### src/rtl/wac_pkg.sv
package wac_pkg;

    // One operation per cycle, chosen by the decode stage
    typedef enum logic [1:0] {
        OP_HOLD    = 2'd0,
        OP_LOAD    = 2'd1,
        OP_RD_STEP = 2'd2,
        OP_WR_STEP = 2'd3
    } op_e;

    localparam int unsigned WORD_BITS = 8;
    localparam int unsigned PAGE_BITS = 4;
    localparam int unsigned SEL_BITS  = 3;

endpackage

### src/rtl/wac_decode.sv
module wac_decode
    import wac_pkg::*;
(
    input  logic blk_ld,
    input  logic word_ld,
    input  logic step,
    input  logic rd_mode,
    output op_e  op
);

    always_comb begin
        if (blk_ld || word_ld) begin
            op = OP_LOAD;
        end else if (step) begin
            op = rd_mode ? OP_RD_STEP : OP_WR_STEP;
        end else begin
            op = OP_HOLD;
        end
    end

endmodule

### src/rtl/wac_next.sv
module wac_next
    import wac_pkg::*;
#(
    parameter int unsigned BLK_BITS = 3,
    localparam int unsigned AW      = WORD_BITS + BLK_BITS
) (
    input  op_e                  op,
    input  logic [AW-1:0]        cur,
    input  logic                 blk_ld,
    input  logic [SEL_BITS-1:0]  blk_sel,
    input  logic                 word_ld,
    input  logic [WORD_BITS-1:0] word_byte,
    output logic [AW-1:0]        nxt
);

    logic [AW-1:0] with_blk;

    generate
        if (BLK_BITS > 0) begin : g_bank
            assign with_blk = {blk_sel[BLK_BITS-1:0], cur[WORD_BITS-1:0]};
        end else begin : g_nobank
            logic unused_sel;
            assign unused_sel = ^blk_sel;
            assign with_blk   = cur;
        end
    endgenerate

    always_comb begin
        nxt = cur;
        unique case (op)
            OP_HOLD: nxt = cur;
            OP_LOAD: begin
                nxt = blk_ld ? with_blk : cur;
                if (word_ld) begin
                    nxt[WORD_BITS-1:0] = word_byte;
                end
            end
            OP_RD_STEP: nxt = cur + AW'(1);
            OP_WR_STEP: nxt = {cur[AW-1:PAGE_BITS], cur[PAGE_BITS-1:0] + PAGE_BITS'(1)};
            default: nxt = cur;
        endcase
    end

endmodule

### src/rtl/word_addr_ctr.sv
module word_addr_ctr
    import wac_pkg::*;
#(
    parameter int unsigned BLK_BITS = 3,
    localparam int unsigned AW      = WORD_BITS + BLK_BITS
) (
    input  logic                 clk,
    input  logic                 rst_n,
    input  logic                 blk_ld,
    input  logic [2:0]           blk_sel,
    input  logic                 word_ld,
    input  logic [7:0]           word_byte,
    input  logic                 step,
    input  logic                 rd_mode,
    output logic [AW-1:0]        addr,
    output logic [3:0]           slot
);

    op_e                  op;
    logic [AW-1:0]        addr_q, addr_d;
    logic [PAGE_BITS-1:0] slot_q, slot_d;

    wac_decode u_dec (
        .blk_ld  (blk_ld),
        .word_ld (word_ld),
        .step    (step),
        .rd_mode (rd_mode),
        .op      (op)
    );

    wac_next #(.BLK_BITS(BLK_BITS)) u_nxt (
        .op        (op),
        .cur       (addr_q),
        .blk_ld    (blk_ld),
        .blk_sel   (blk_sel),
        .word_ld   (word_ld),
        .word_byte (word_byte),
        .nxt       (addr_d)
    );

    always_comb begin
        slot_d = slot_q;
        unique case (op)
            OP_LOAD:    slot_d = word_ld ? '0 : slot_q;
            OP_WR_STEP: slot_d = slot_q + PAGE_BITS'(1);
            OP_RD_STEP: slot_d = slot_q;
            OP_HOLD:    slot_d = slot_q;
            default:    slot_d = slot_q;
        endcase
    end

    always_ff @(posedge clk) begin
        if (!rst_n) begin
            addr_q <= '0;
            slot_q <= '0;
        end else begin
            addr_q <= addr_d;
            slot_q <= slot_d;
        end
    end

    assign addr = addr_q;
    assign slot = slot_q;


    reset_zero_chk: assert property (@(posedge clk) !rst_n |=> (addr_q == '0) && (slot_q == '0));


    word_load_chk: assert property (@(posedge clk) disable iff (!rst_n)
        word_ld |=> (addr_q[7:0] == $past(word_byte)) && (slot_q == '0));


    rd_step_chk: assert property (@(posedge clk) disable iff (!rst_n)
        (op == OP_RD_STEP) |=> addr_q == $past(addr_q) + AW'(1));


    wr_page_chk: assert property (@(posedge clk) disable iff (!rst_n)
        (op == OP_WR_STEP) |=> (addr_q[AW-1:4] == $past(addr_q[AW-1:4]))
                            && (addr_q[3:0] == $past(addr_q[3:0]) + 4'd1));


    rd_slot_chk: assert property (@(posedge clk) disable iff (!rst_n)
        (op == OP_RD_STEP) |=> $stable(slot_q));


    hold_chk: assert property (@(posedge clk) disable iff (!rst_n)
        (!blk_ld && !word_ld && !step) |=> $stable(addr_q) && $stable(slot_q));

endmodule

### config.mk
export PLATFORM = sky130hd
export DESIGN_NAME = word_addr_ctr
export DESIGN_NICKNAME = d
export VERILOG_FILES = /design/src/rtl/wac_pkg.sv /design/src/rtl/wac_decode.sv /design/src/rtl/wac_next.sv /design/src/rtl/word_addr_ctr.sv
export SDC_FILE = /design/constraint.sdc
export NUM_CORES = 1
export LEC_CHECK = 0
export ABC_AREA = 1
export BUFFER_PORTS_ARGS = -buffer_cell sky130_fd_sc_hd__buf_2
export CELL_PAD_IN_SITES_DETAIL_PLACEMENT = 1
export CELL_PAD_IN_SITES_GLOBAL_PLACEMENT = 1
export CORE_MARGIN = 1.5
export CORE_UTILIZATION = 34
export CTS_CLUSTER_SIZE = 16
export DETAILED_ROUTE_END_ITERATION = 8
export PLACE_DENSITY_LB_ADDON = 0.1
export SLEW_MARGIN = 20
export SYNTH_ARGS = -nofsm -noshare
export SYNTH_HDL_FRONTEND = slang
export SYNTH_HIERARCHICAL = 1
export SYNTH_SLANG_ARGS = --single-unit
### constraint.sdc
create_clock -name clk -period 1.69 [get_ports clk]
set_clock_uncertainty 0.2 [all_clocks]
set_input_delay 0.0845 -clock clk [delete_from_list [all_inputs] [get_ports clk]]
set_output_delay 0.0845 -clock clk [all_outputs]
set_load 0.005 [all_outputs]
==> reports/qor.txt <==
fraction of layout cells with a size suffix above 1: 0.3000
via count: 1255
Worst-Margin Slew: 0.4305 ns
most frequent cells in the layout: nand2_1 (46), buf_2 (31), inv_1 (27)
Max-cap violations: 0
clock sink total: 15
total power: 823.7 uW
Area contributors post-synth: dfxtp_1 (28%), nand2_1 (16%), inv_1 (9.3%)
CP max stage delay: 0.35 ns
required arrival time at the worst endpoint: 1.74 ns
Bufs and invs on worst path: 1
row cnt: 20
r2r worst-path depth: 9
Worst VDD drop: 0.3722 mV
area post-placement: 1326 um2
Switch Pwr: 268.7 uW
internal power: 555.0 uW
DRC violations left: 0
endpoint of the worst hold path: addr[0]$_SDFF_PN0_
Worst Hold Class: in2reg
Clk network pwr share: 0.278
crit end category: flop
Synth cell types: 26
# IOs: 32
fin util: 0.4725
Worst path slowest cell: dfxtp_1
antenna viol nets, final: 0
Final Cycle Share: 0.9037
Synth Warn #: 6
CP Class: reg2reg
Skew-Pair Late Insertion Delay: 0.29 ns
total negative slack: 0 ns
initial antenna violation count: 0
die height: 59.62 um
Synth-to-Final Area Change: 32.38%
Mapped Cells: 172
Post-Syn Area per Cell: 6.336 um2
drt first-iter violations: 37
hold_sp: word_byte[0]
Reg2Reg Launch Point: addr[1]$_SDFF_PN0_
die footprint: 3554 um2
post-synth net total: 191
register bit count reported by yosys: 15
hpwl dp: 2380 um
IO buf count: 31
Seq/Total Area, Yosys: 0.2755
cell mode on critical path: nand2_1
die width: 59.62 um
core region area: 3053 um2
DRT Pass-1 Iters: 4
FF-to-FF setup slack: 0.16 ns
Routed WL per cell: 11.90 um
ant diodes: 0
reg-to-reg critical path endpoint: addr[8]$_SDFF_PN0_
CTS Buf Count: 3
maximum root-to-sink buffer count: 2
DRT Wirelength: 3142 um
global route overflow: 0
post-DR vias/cell: 4.754
CTS tree: yes
Logic pwr share: 0.242
CP max FO: 4
H-tree levels: 1
Crit path max-delay family: simple AND/OR/NAND/NOR gates
global-route wire length before repair: 5223 um
largest area contributor in the netlist: dfxtp_1
crit start category: flop
hold depth: 5
design area: 1443 um2
Post-Syn Area: 1090 um2
status: finished clean
worst path arrival time: 1.58 ns
Rel. slew slack: 0.7130
final-report hold violation count: 0
# Post-CTS Setup Buffers: 0
critical path, cell by cell: ha_1 -> nand3_2 -> nor2_4 -> nand2_2 -> nand2_1 -> nand2_1 -> o21bai_1 -> nand2_1 -> inv_1
Final Setup Violations: 0
max-slew violation count: 0
RSZ-0062 raised after global routing: false
largest net degree at the start of global routing: 15
vias in the first global route: 1215
PwrDens: 571.0 nW/um2
minimum clock period: 1.527 ns
gr usage total: 0.1936
sequential power share: 0.480
Initial Utilization: 0.3570
CTS clk-pin slew, worst paths: 0.11 ns
Clock Root Buffer: clkbuf_4
fmax: 654.8 MHz
post-synth top area share: 0.2755
switching fraction of total power: 0.3262
Final nets: 240
Pleak: 0.0007624 uW
most common cell after layout, fill and taps aside: nand2_1
gpl congestion: 0.7869
-- final cells by class --
class | instances | area, um2
clock buffers | 4 | 26.28
inverters | 35 | 138.9
multi-input cells | 120 | 631.9
fillers | 422 | 1610
flip-flops and latches | 15 | 300.3
repair buffers | 46 | 290.3
well taps | 44 | 55.05
-- logic make-up after synthesis --
group                      share of synthesized area
AOI/OAI and AO/OA                             0.1470
adders and majority gates                    0.02296
and+or+nand+nor                               0.4099
DFF                                           0.2755
buffers and inverters                         0.1447
-- power groups by stage --
stage / Combinational, uW / Clock (uW) / Sequential [uW]
after global placement: 180 / 0 / 403
after floorplan: 104 / 0 / 405
after CTS: 201 / 239 / 396
final: 199 / 229 / 395
after detailed placement: 184 / 0 / 404
after global routing: 224 / 255 / 399
-- metrics by stage --
stage | std cells | setup WS (ns) | hold slack (ns)
floorplan | 172 | 0.1721 | -0.01787
global placement | 251 | 0.1541 | 0.1702
detailed placement | 251 | 0.06697 | 0.1843
CTS | 264 | 0.1576 | 0.0009346
global route | 264 | 0.02389 | 0.01862
finish | 264 | 0.1628 | 0.001271
-- cells in the mapped netlist (all sizes together) --
| cell type | n |
|---|---|
| o21bai | 1 |
| o211ai | 2 |
| a22oi | 3 |
| clkinv | 1 |
| nor2 | 19 |
| a21oi | 6 |
| ha | 2 |
| o221ai | 1 |
| nor3 | 1 |
| dfxtp | 15 |
| buf | 2 |
| nand3 | 21 |
| nand4 | 3 |
| o21ai | 10 |
| inv | 34 |
| nand2 | 51 |
-- sequential cells by signal, summed over array words and instances, names as in the netlist --
name and cells:
addr 11, slot 4
-- worst min-delay path, cell delays in order --
cell      delay (ns)
buf_2           0.09
o21ai_1         0.05
o221ai_1        0.15
nand2_1         0.06
inv_1           0.04
-- routing by layer --
layer / vias up / part of all wire / GRT usage
met1: 585 / 0.46 / 0.2322
met2: 21 / 0.49 / 0.3344
met3: 8 / 0.025 / 0.02183
met5: - / 0 / 0
li1: 641 / - / -
met4: 0 / 0.027 / 0.1048
-- repair_timing --
| item | CTS | global route |
|---|---|---|
| hold buffers | 9 | 0 |
| endpoints found under the hold margin | 15 | 0 |
| resized for setup | 0 | 0 |
-- worst max-delay path by stage --
stage / slack (ns) / cells past startpoint / startpoint / end
2_1_floorplan: 0.17 / 9 / addr[0]$_SDFF_PN0_ / addr[8]$_SDFF_PN0_
3_3_place_gp: 0.15 / 10 / word_ld / addr[3]$_SDFF_PN0_
3_5_place_dp: 0.07 / 10 / word_ld / addr[8]$_SDFF_PN0_
4_1_cts: 0.16 / 9 / addr[1]$_SDFF_PN0_ / addr[8]$_SDFF_PN0_
5_1_grt: 0.02 / 9 / addr[0]$_SDFF_PN0_ / addr[8]$_SDFF_PN0_
6_report: 0.16 / 9 / addr[1]$_SDFF_PN0_ / addr[8]$_SDFF_PN0_
(Power assumes the default switching activity.)
